==> src/rtl/flowhash_pkg.sv <==
package flowhash_pkg;
  localparam int ADDR_W = 32;
  localparam int PORT_W = 16;
  localparam int WORD_W = 2 * PORT_W;

  typedef struct packed {
    logic [ADDR_W-1:0] saddr;
    logic [ADDR_W-1:0] daddr;
    logic [PORT_W-1:0] sport;
    logic [PORT_W-1:0] dport;
  } flow_key_t;
endpackage

==> src/rtl/flowhash_mix.sv <==
module flowhash_mix
  import flowhash_pkg::*;
(
  input  flow_key_t         key,
  output logic [WORD_W-1:0] port_word,
  output logic [WORD_W-1:0] mix_word
);
  // source port high, destination port low
  assign port_word = {key.sport, key.dport};

  // per-bit select between addresses
  for (genvar b = 0; b < WORD_W; b++) begin : g_sel
    assign mix_word[b] = port_word[b] ? key.daddr[b] : key.saddr[b];
  end
endmodule

==> src/rtl/flowhash_fold.sv <==
module flowhash_fold
  import flowhash_pkg::*;
#(
  parameter int ROT_AMT    = 8,
  parameter int FOLD_SHIFT = 16,
  parameter int FOLD_KEEP  = 20,
  parameter int BKT_W      = 11,
  localparam int IDX_W     = BKT_W + 1
) (
  input  logic [WORD_W-1:0] port_word,
  input  logic [WORD_W-1:0] mix_word,
  input  logic [ADDR_W-1:0] saddr,
  input  logic [ADDR_W-1:0] daddr,
  output logic [IDX_W-1:0]  idx
);
  logic [WORD_W-1:0] rot_word;
  logic [WORD_W-1:0] pre_fold;
  logic [WORD_W-1:0] hi_part;
  logic [WORD_W-1:0] lo_part;
  logic [WORD_W-1:0] folded;

  // rotate left, then four-way XOR
  assign rot_word = {mix_word[WORD_W-1-ROT_AMT:0], mix_word[WORD_W-1:WORD_W-ROT_AMT]};
  assign pre_fold = port_word ^ daddr ^ saddr ^ rot_word;

  // fold upper half into low window
  assign hi_part = pre_fold >> FOLD_SHIFT;
  assign lo_part = {{(WORD_W-FOLD_KEEP){1'b0}}, pre_fold[FOLD_KEEP-1:0]};
  assign folded  = hi_part ^ lo_part;

  // keep bucket bits, force even
  assign idx = {folded[BKT_W-1:0], 1'b0};
endmodule

==> src/rtl/flowhash_stage.sv <==
module flowhash_stage #(
  parameter int DATA_W = 12
) (
  input  logic              clk,
  input  logic              rst_n,
  input  logic              in_valid,
  output logic              in_ready,
  input  logic [DATA_W-1:0] in_data,
  output logic              out_valid,
  input  logic              out_ready,
  output logic [DATA_W-1:0] out_data
);
  logic              vld_q;
  logic [DATA_W-1:0] dat_q;

  assign in_ready  = !vld_q || out_ready;
  assign out_valid = vld_q;
  assign out_data  = dat_q;

  always_ff @(posedge clk) begin
    if (!rst_n) begin
      vld_q <= 1'b0;
      dat_q <= '0;
    end else if (in_ready) begin
      vld_q <= in_valid;
      if (in_valid) dat_q <= in_data;
    end
  end


  accept_latency_chk: assert property (@(posedge clk) disable iff (!rst_n)
    (in_valid && in_ready) |=> (out_valid && out_data == $past(in_data)));

  stall_hold_chk: assert property (@(posedge clk) disable iff (!rst_n)
    (out_valid && !out_ready) |=> (out_valid && $stable(out_data)));

  empty_ready_chk: assert property (@(posedge clk) disable iff (!rst_n)
    !out_valid |-> in_ready);

  idle_drain_chk: assert property (@(posedge clk) disable iff (!rst_n)
    (!in_valid && in_ready) |=> !out_valid);
endmodule

==> src/rtl/flowhash_top.sv <==
module flowhash_top
  import flowhash_pkg::*;
#(
  parameter int ROT_AMT    = 8,
  parameter int FOLD_SHIFT = 16,
  parameter int FOLD_KEEP  = 20,
  parameter int BKT_W      = 11,
  localparam int IDX_W     = BKT_W + 1
) (
  input  logic              clk,
  input  logic              rst_n,
  input  logic              in_valid,
  output logic              in_ready,
  input  logic [ADDR_W-1:0] in_saddr,
  input  logic [ADDR_W-1:0] in_daddr,
  input  logic [PORT_W-1:0] in_sport,
  input  logic [PORT_W-1:0] in_dport,
  output logic              out_valid,
  input  logic              out_ready,
  output logic [IDX_W-1:0]  out_idx
);
  flow_key_t         key;
  logic [WORD_W-1:0] port_word;
  logic [WORD_W-1:0] mix_word;
  logic [IDX_W-1:0]  idx_comb;

  assign key = '{saddr: in_saddr, daddr: in_daddr, sport: in_sport, dport: in_dport};

  flowhash_mix mix_i (
    .key       (key),
    .port_word (port_word),
    .mix_word  (mix_word)
  );

  flowhash_fold #(
    .ROT_AMT    (ROT_AMT),
    .FOLD_SHIFT (FOLD_SHIFT),
    .FOLD_KEEP  (FOLD_KEEP),
    .BKT_W      (BKT_W)
  ) fold_i (
    .port_word (port_word),
    .mix_word  (mix_word),
    .saddr     (in_saddr),
    .daddr     (in_daddr),
    .idx       (idx_comb)
  );

  flowhash_stage #(.DATA_W(IDX_W)) stage_i (
    .clk       (clk),
    .rst_n     (rst_n),
    .in_valid  (in_valid),
    .in_ready  (in_ready),
    .in_data   (idx_comb),
    .out_valid (out_valid),
    .out_ready (out_ready),
    .out_data  (out_idx)
  );


  even_index_chk: assert property (@(posedge clk) disable iff (!rst_n)
    out_valid |-> (out_idx[0] == 1'b0));
endmodule

==> config.mk <==
export PLATFORM = sky130hd
export DESIGN_NAME = flowhash_top
export DESIGN_NICKNAME = d
export VERILOG_FILES = /design/src/rtl/flowhash_pkg.sv /design/src/rtl/flowhash_mix.sv /design/src/rtl/flowhash_fold.sv /design/src/rtl/flowhash_stage.sv /design/src/rtl/flowhash_top.sv
export SDC_FILE = /design/constraint.sdc
export NUM_CORES = 1
export LEC_CHECK = 0
export BUFFER_PORTS_ARGS = -buffer_cell sky130_fd_sc_hd__buf_2
export CAP_MARGIN = 10
export CORE_ASPECT_RATIO = 0.7
export CORE_MARGIN = 3
export CORE_UTILIZATION = 42
export DETAILED_ROUTE_END_ITERATION = 8
export GPL_ROUTABILITY_DRIVEN = 0
export PLACE_DENSITY = 0.86
export RECOVER_POWER = 25
export SLEW_MARGIN = 25
export SYNTH_ARGS = -nofsm -noshare
export SYNTH_HDL_FRONTEND = slang
export SYNTH_SLANG_ARGS = --single-unit
export TNS_END_PERCENT = 100
==> constraint.sdc <==
create_clock -name clk -period 2 [get_ports clk]
set_clock_uncertainty 0.15 [all_clocks]
set_input_delay 0.1 -clock clk [delete_from_list [all_inputs] [get_ports clk]]
set_output_delay 0.1 -clock clk [all_outputs]
set_load 0.1 [all_outputs]
==> results of run 1 <==
## worst max-delay path by stage
stage | start | end | slack, ps | cells after the start
2_1_floorplan | stage_i.out_valid$_SDFFE_PN0P_ | stage_i.out_data[10]$_SDFFE_PN0P_ | 120 | 5
3_3_place_gp | stage_i.out_valid$_SDFFE_PN0P_ | stage_i.out_data[11]$_SDFFE_PN0P_ | 570 | 4
3_5_place_dp | stage_i.out_valid$_SDFFE_PN0P_ | stage_i.out_data[6]$_SDFFE_PN0P_ | 550 | 4
4_1_cts | in_valid | stage_i.out_data[6]$_SDFFE_PN0P_ | 450 | 5
5_1_grt | stage_i.out_data[5]$_SDFFE_PN0P_ | out_idx[5] | 280 | 1
6_report | stage_i.out_data[9]$_SDFFE_PN0P_ | out_idx[9] | 310 | 1
## routing by layer
| layer | GRT usage | part of all wire | vias to the layer above |
|---|---|---|---|
| li1 | - | - | 672 |
| met1 | 0.1547 | 0.37 | 542 |
| met2 | 0.2901 | 0.49 | 69 |
| met3 | 0.04104 | 0.13 | 4 |
| met4 | 0.04438 | 0.012 | 0 |
| met5 | 0 | 0 | - |
## sequential cells by signal (all words and copies together), names as in the netlist
| name | cells |
|---|---|
| stage_i.out_data | 11 |
| stage_i.out_valid | 1 |
## stage by stage
stage / hold slack (ps) / setup WS (ps) / cell area (sq um)
final: 15.76 / 313.1 / 2046
after global routing: 16.35 / 277.9 / 2046
after CTS: 8.902 / 451.4 / 2052
after detailed placement: 202.6 / 553.2 / 1987
after global placement: 195.0 / 571.2 / 1987
after floorplan: 81.29 / 118.1 / 1400
## report_power, final
group	switching [W]	total [W]	internal [W]	leakage, nW
clock network	0.0000825	0.000256	0.000173	0.0288
registers	0.0000136	0.000287	0.000273	0.100
logic	0.000466	0.000818	0.000352	0.961
total	0.000562	0.00136	0.000799	1.09
## cells by family (layout without fill, tap and decap cells)
logic type	after synthesis	in the layout	share of synthesized area
XOR/XNOR	66	66	0.5567
AO/OA/AOI/OAI	23	23	0.08453
other	1	1	0.002695
flip-flops	12	12	0.1727
buffers and inverters	5	118	0.01619
multiplexers	22	22	0.1583
AND/OR/NAND/NOR	2	2	0.008999
## area by class of cell
cell class | instances | area, sq um | share of cell area
well taps | 36 | 45.04 | 0.02202
inverters | 1 | 3.754 | 0.001835
clock buffers | 4 | 55.05 | 0.02691
repair buffers | 113 | 564.3 | 0.2758
multi-input cells | 114 | 1136 | 0.5554
flip-flops and latches | 12 | 241.5 | 0.1180
## synthesized netlist by cell type (all sizes together)
master | number | area share
xnor3 | 11 | 0.18
a21oi | 11 | 0.040
buf | 1 | 0.0054
xor2 | 11 | 0.069
dfxtp | 12 | 0.17
mux2i | 22 | 0.16
a21boi | 1 | 0.0054
xnor2 | 44 | 0.31
clkbuf | 3 | 0.0081
inv | 1 | 0.0027
o21ai | 11 | 0.040
conb | 1 | 0.0027
and2 | 1 | 0.0045
nand2b | 1 | 0.0045
==> summary.md, run 1 <==
| Metric | Value |
|---|---|
| Final ANT Viol Nets | `0` |
| Synth Area per Inst | `10.62 sq um` |
| Via Count | `approximately 1300` |
| Design Power | `0.001361 W` |
| Fill count | `between 200 and 250` |
| Clock slew at reported path FFs | `50 ps` |
| Tmin final | `1687 ps` |
| Final wirelength | `3216 um` |
| Slew Viols, Final | `0` |
| CP top delay family | `buffers and inverters` |
| Final setup TNS | `0 ps` |
| DPL Wire Length | `2857 um` |
| Die area | `0.004050 sq mm` |
| Hold_buf cts | `1` |
| Worst Path Buf+Inv | `1` |
| Num Clock Sinks | `12` |
| Slew HR | `0.2101` |
| Initial antenna violation count | `0` |
| Dpl cells | `275` |
| First-pass GRT wire length | `4602 um` |
| Grt ovf | `0` |
| RR Endpoint | `stage_i.out_data[6]$_SDFFE_PN0P_` |
| Total inserted antenna cells | `0` |
| Core box area | `between 0.002 and 0.003 sq mm` |
| Register area share after synthesis | `0.1727` |
| Die Y | `54.16 um` |
| Max incr delay on CP | `880 ps` |
| WL/cell | `11.49 um` |
| Worst skew pair latency | `230 ps` |
| Worst-path fanout max | `2` |
| Hold path start | `out_ready` |
| I/O pin count | `114` |
| CTS tree | `built` |
| Synth Instances | `131` |
| Internal reg-to-reg setup slack | `around 570 ps` |
| Fin crit share | `0.8434` |
| Status | `finished clean` |
| Total track usage | `0.1482` |
| Register bit count reported by yosys | `12` |
| IO Port Bufs | `~110` |
| Final Hold Fails | `0` |
| R2R Path Start | `stage_i.out_valid$_SDFFE_PN0P_` |
| Largest net degree at the start of global routing | `23` |
| Residual DRC | `0` |
| Critical Path End Type | `output port` |
| CP cell instances | `clkbuf_1` |
| Data required, critical path | `1750 ps` |
| Maximum VDD drop | `345.0 uV` |
| Cell variety after synth | `15` |
| Worst min-delay path class | `input port to flop` |
| Die W | `74.79 um` |
| WP data arrival | `about 1400 ps` |
| Slowest CP cell | `clkbuf_1` |
| CTS max path bufs | `2` |
| Via/cell ratio | `roughly 4.6` |
| Synth warnings | `0` |
| Finished Layout Cells | `280` |
| # Post-CTS Setup Buffers | `0` |
| Share of layout cells above drive strength 1 | `0.4877` |
| Syn_nets | `231` |
| Starting density of the core | `0.4664` |
| Vias in the first global route | `1147` |
| Row count | `16` |
| Setup-failing EPs final | `0` |
| Initial DRC Count | `4` |
| CTS resizes | `0` |
| Commonest cells after routing, fill and taps aside | `buf_2 (107), xnor2_1 (38), mux2i_1 (22)` |
| Critical path type | `flop to output port` |
| Final core area utilization | `0.6858` |
| Post-Syn Area | `0.001391 sq mm` |
| Slew @ Worst Pin | `approximately 1200 ps` |
| Leakage | `1.090 nW` |
| Root Driver | `clkbuf_8` |
| RSZ-0062 raised after global routing | `false` |
| Area grow syn2layout | `47.03%` |
| Number of CTS-inserted buffers | `3` |
| Commonest non-fill, non-tap cell in the layout | `buf_2` |
| H-Tree Depth | `1` |
| PwrDens | `665.1 mW/mm^2` |
| Worst Hold Path EP | `stage_i.out_valid$_SDFFE_PN0P_` |
| Crit start category | `flop` |
| Fmax | `slightly below 0.6 GHz` |
| Hold Crit Depth | `3` |
| DRT Pass-1 Iters | `2` |
| Max Cap Viol | `0` |
| Nets | `345` |
| R2r worst-path depth | `4` |
Power figures use the tool's default switching activity.
==> inputs of run 2 (changes only) <==
Settings changed: CORE_UTILIZATION 42 to 39, PLACE_DENSITY 0.86 to 0.81.
Clock period 2 ns to 1.7 ns, I/O delays scaled along.
==> summary.md, run 2 (same netlist as run 1, synthesis figures left out) <==
| Metric | Value |
|---|---|
| R2r worst-path depth | `3` |
| Via/cell ratio | `4.539` |
| Max reg flops | `11` |
| Internal | `0.0009071 W` |
| Slew @ Worst Pin | `550.0 ps` |
| Row count | `17` |
| Nets | `347` |
| Post-route cell area | `0.002076 sq mm` |
| RR Endpoint | `stage_i.out_valid$_SDFFE_PN0P_` |
| Leakage | `1.110 nW` |
| Internal reg-to-reg setup slack | `around 360 ps` |
| Gate power share | `0.618` |
| Root Driver | `clkbuf_8` |
| Worst min-delay path class | `input port to flop` |
| CP cell instances | `dlygate4sd3_1 > buf_2 > inv_1 > a21boi_0 > dlygate4sd3_1` |
| Num Clock Sinks | `12` |
| Max Cap Viol | `0` |
| Starting density of the core | `0.4248` |
| CTS max path bufs | `2` |
| Hold WS | `43.84 ps` |
| Data required, critical path | `1670 ps` |
| Seq pwr share | `0.216` |
| Largest net degree at the start of global routing | `23` |
| Tmin final | `1429 ps` |
| Commonest non-fill, non-tap cell in the layout | `buf_2` |
| Status | `finished clean` |
| Slew Viols, Final | `0` |
| Most Frequent Cell on Critical Path | `dlygate4sd3_1` |
| Via Count | `between 1000 and 1500` |
| Setup-failing EPs final | `0` |
| Critical Path End Type | `flop` |
| WP data arrival | `1400 ps` |
| # Post-CTS Setup Buffers | `0` |
| Vias in the first global route | `1347` |
| Clk pwr share | `0.166` |
| CTS tree | `built` |
| Sw Ratio | `0.4206` |
| Crit start category | `input port` |
| Hold_buf cts | `2` |
| IO Port Bufs | `112` |
| Fmax | `approximately 0.7 GHz` |
| Die area | `0.004332 sq mm` |
| Slew HR | `0.6349` |
| Number of CTS-inserted buffers | `3` |
| Core box area | `around 0.0033 sq mm` |
| Area grow syn2layout | `49.19%` |
| Die W | `77.39 um` |
| Critical Path Start | `in_valid` |
| RSZ-0062 raised after global routing | `false` |
| WL/cell | `11.25 um` |
| Commonest cells after routing, fill and taps aside | `buf_2 (106), xnor2_1 (38), mux2i_1 (22)` |
| PwrDens | `754.2 mW/mm^2` |
| Final ANT Viol Nets | `0` |
| Final wirelength | `roughly 3300 um` |
| Critical path type | `input port to flop` |
| First-pass GRT wire length | `between 5000 and 6000 um` |
| Grt ovf | `0` |
| DRT Pass-1 Iters | `4` |
| Sw power | `about 0.00066 W` |
| Dpl ws | `between 300 and 400 ps` |
| R2R Path Start | `stage_i.out_valid$_SDFFE_PN0P_` |
| Initial DRC Count | `18` |
| Total track usage | `0.1531` |
| H-Tree Depth | `1` |
| Fin worst setup slack | `271.2 ps` |
| Final Hold Fails | `0` |
| Maximum VDD drop | `387.6 uV` |
| Max incr delay on CP | `550 ps` |
| Worst skew pair latency | `around 230 ps` |
| Fin crit share | `0.8405` |
| Placed instance area | `0.002011 sq mm` |
| End of the critical path | `stage_i.out_valid$_SDFFE_PN0P_` |
| DPL Wire Length | `~2900 um` |
| Total inserted antenna cells | `0` |
| Slowest CP cell | `dlygate4sd3_1` |
| CTS resizes | `0` |
| Worst-path fanout max | `2` |
| Clock slew at reported path FFs | `50 ps` |
| Design Power | `0.001565 W` |
| Die Y | `55.97 um` |
| Residual DRC | `0` |
| Share of layout cells above drive strength 1 | `0.5041` |
| I/O pin count | `around 110` |
| Fill count | `310` |
| Initial antenna violation count | `0` |
| Final setup TNS | `0 ps` |
==> run 2: cell count changes in the layout (fill, tap and decap cells not counted), sizes merged <==
cell | before | now
dlygate4sd3 | 1 | 2
clkbuf | 9 | 10
==> run 2: metal layers <==
layer  global-route usage  up-vias  share of wire  wire length, um
li1                     -      674              -                -
met1               0.1806      587           0.40             1308
met2               0.2768       67           0.49             1621
met3              0.04854        2           0.10              344
met4              0.02284        0         0.0064               21
met5                    0        -              0                0
==> run 2: per-stage QoR <==
stage	util	std cells
final	0.6337	293
after detailed placement	0.6138	287
after floorplan	-	131
after global placement	0.6138	287
after CTS	0.6337	293
after global routing	0.6337	293
==> run 2: area by class of cell <==
cell class,count,area (sq um),area share
multi-input combinational,114,1136,0.5473
timing repair buffer,115,588.1,0.2833
sequential,12,244.0,0.1175
tap,47,58.81,0.02833
clock buffer,4,45.04,0.02170
inverter,1,3.754,0.001808
==> run 2: critical path, delay by kind of cell <==
family	cells	cell delay (ps)
AO/OA/AOI/OAI	1	60
buffers and inverters	4	1250
==> run 2: worst min path at each step <==
stage,startpoint,end,depth (start not counted)
2_1_floorplan,in_valid,stage_i.out_valid$_SDFFE_PN0P_,2
3_3_place_gp,in_valid,stage_i.out_valid$_SDFFE_PN0P_,3
3_5_place_dp,in_valid,stage_i.out_valid$_SDFFE_PN0P_,3
4_1_cts,rst_n,stage_i.out_data[5]$_SDFFE_PN0P_,3
5_1_grt,rst_n,stage_i.out_data[8]$_SDFFE_PN0P_,3
6_report,rst_n,stage_i.out_data[5]$_SDFFE_PN0P_,3
==> run 2: power by group through the flow <==
stage | Sequential (W) | Clock (W) | Combinational, W
CTS | 0.000338 | 0.000271 | 0.000979
global placement | 0.000341 | 0 | 0.000961
floorplan | 0.000624 | 0 | 0.000469
finish | 0.000338 | 0.000260 | 0.000967
global route | 0.000344 | 0.000283 | 0.00104
detailed placement | 0.000343 | 0 | 0.000971
==> inputs of run 3 (changes only) <==
Clock period 1.7 ns to 1.5 ns, I/O delays scaled along.
==> summary.md, run 3 (same netlist as run 1, synthesis figures left out) <==
| Metric | Value |
|---|---|
| Status | `finished clean` |
| Area grow syn2layout | `49.55%` |
| Worst-path fanout max | `2` |
| Vias in the first global route | `1237` |
| Worst Hold Path EP | `stage_i.out_data[7]$_SDFFE_PN0P_` |
| Via/cell ratio | `around 4.5` |
| Fin crit share | `0.9397` |
| Hold Crit Depth | `3` |
| Critical Path Start | `in_valid` |
| Leakage | `1.115 nW` |
| H-Tree Depth | `1` |
| Nets | `346` |
| WL/cell | `11.25 um` |
| Residual DRC | `0` |
| Row count | `17` |
| Worst Path Buf+Inv | `4` |
| # Post-CTS Setup Buffers | `0` |
| First-pass GRT wire length | `around 5400 um` |
| WP data arrival | `1380 ps` |
| Number of CTS-inserted buffers | `3` |
| Die W | `77.39 um` |
| Via Count | `1315` |
| DPL Wire Length | `2858 um` |
| Largest net degree at the start of global routing | `23` |
| Setup-failing EPs final | `0` |
| Critical Path End Type | `flop` |
| Worst skew pair latency | `240 ps` |
| Final Hold Fails | `0` |
| CP cell instances | `dlygate4sd3_1 > buf_2 > inv_1 > a21boi_0 > dlygate4sd3_1` |
| Initial antenna violation count | `0` |
| Total track usage | `0.1489` |
| Max reg flops | `11` |
| Tmin final | `1410 ps` |
| Die Y | `55.97 um` |
| Most Frequent Cell on Critical Path | `dlygate4sd3_1` |
| Commonest non-fill, non-tap cell in the layout | `buf_2` |
| Slew @ Worst Pin | `about 550 ps` |
| Starting density of the core | `0.4248` |
| Num Clock Sinks | `12` |
| CP top delay family | `buffers and inverters` |
| CTS tree | `built` |
| Root Driver | `clkbuf_8` |
| Grt ovf | `0` |
| RSZ-0062 raised after global routing | `false` |
| Share of layout cells above drive strength 1 | `0.5102` |
| Slew HR | `0.6350` |
| Hold path start | `rst_n` |
| Die area | `0.004332 sq mm` |
| Design Power | `0.001832 W` |
| Max incr delay on CP | `550 ps` |
| R2r worst-path depth | `3` |
| Internal reg-to-reg setup slack | `180 ps` |
| Total inserted antenna cells | `0` |
| Initial DRC Count | `15` |
| Slowest CP cell | `dlygate4sd3_1` |
| Data required, critical path | `1470 ps` |
| Commonest cells after routing, fill and taps aside | `buf_2 (109), xnor2_1 (38), mux2i_1 (22)` |
| Critical path type | `input port to flop` |
| CTS max path bufs | `2` |
| Max Cap Viol | `0` |
| Finished Layout Cells | `292` |
| Final ANT Viol Nets | `0` |
| Core box area | `0.003276 sq mm` |
| Worst min-delay path class | `input port to flop` |
| Dpl cells | `286` |
| Post-route cell area | `roughly 0.0021 sq mm` |
| Maximum VDD drop | `393.5 uV` |
| RR Endpoint | `stage_i.out_valid$_SDFFE_PN0P_` |
| IO Port Bufs | `112` |
| Crit start category | `input port` |
| DRT Pass-1 Iters | `4` |
| Fmax | `0.7094 GHz` |
| CTS resizes | `0` |
| Placed instance area | `0.002006 sq mm` |
| I/O pin count | `114` |
| Slew Viols, Final | `0` |
| Clock slew at reported path FFs | `60 ps` |
| Final wirelength | `3285 um` |
| R2R Path Start | `stage_i.out_valid$_SDFFE_PN0P_` |
| PwrDens | `880.5 mW/mm^2` |
[run 3: per-layer routing]
metal / wire [um] / vias up / global-route usage / part of all wire
met3: 385 / 2 / 0.04693 / 0.12
met1: 1317 / 574 / 0.1824 / 0.40
li1: - / 674 / - / -
met4: 14 / 0 / 0.04061 / 0.0043
met2: 1567 / 65 / 0.2522 / 0.48
met5: 0 / - / 0 / 0
[run 3: layout make-up]
class	instances	area, sq um
flip-flops and latches	12	244.0
clock buffers	4	55.05
fillers	296	1195
repair buffers	114	580.6
well taps	47	58.81
multi-input cells	114	1139
inverters	1	3.754
[run 3: worst max path at each step]
| stage | end | slack (ps) | cells after the start |
|---|---|---|---|
| floorplan | stage_i.out_data[10]$_SDFFE_PN0P_ | -80 | 5 |
| global placement | stage_i.out_data[3]$_SDFFE_PN0P_ | 190 | 5 |
| detailed placement | stage_i.out_data[10]$_SDFFE_PN0P_ | 180 | 5 |
| CTS | stage_i.out_valid$_SDFFE_PN0P_ | 110 | 5 |
| global route | stage_i.out_valid$_SDFFE_PN0P_ | 20 | 5 |
| finish | stage_i.out_valid$_SDFFE_PN0P_ | 90 | 5 |
[run 3: per-stage QoR]
stage / setup WS (ps) / hold slack (ps) / setup TNS, ps / util
6_report: 90.43 / 53.62 / 0 / 0.6352
5_1_grt: 22.81 / 60.25 / 0 / 0.6352
4_1_cts: 110.6 / 47.40 / 0 / 0.6352
3_5_place_dp: 179.1 / 177.4 / 0 / 0.6123
3_3_place_gp: 186.2 / 173.9 / 0 / 0.6123
2_1_floorplan: -82.39 / 52.85 / -744.9 / -
[run 3: where the power goes]
part	switching, W	internal, W	leakage [nW]
combinational	0.000621	0.000479	0.986
sequential	0.0000205	0.000363	0.100
clock	0.000117	0.000231	0.0288
total	0.000758	0.00107	1.12
[run 3: worst register-to-register path, cell delays in order, from the launching register on]
cell and delay, ps:
dfxtp_4 350, nand2b_4 50, a21boi_0 150, dlygate4sd3_1 560
[run 3: what timing repair did]
item | CTS | global route
hold endpoints to repair | 1 | 0
endpoints found under the setup margin | 0 | 0
hold buffers | 2 | 0
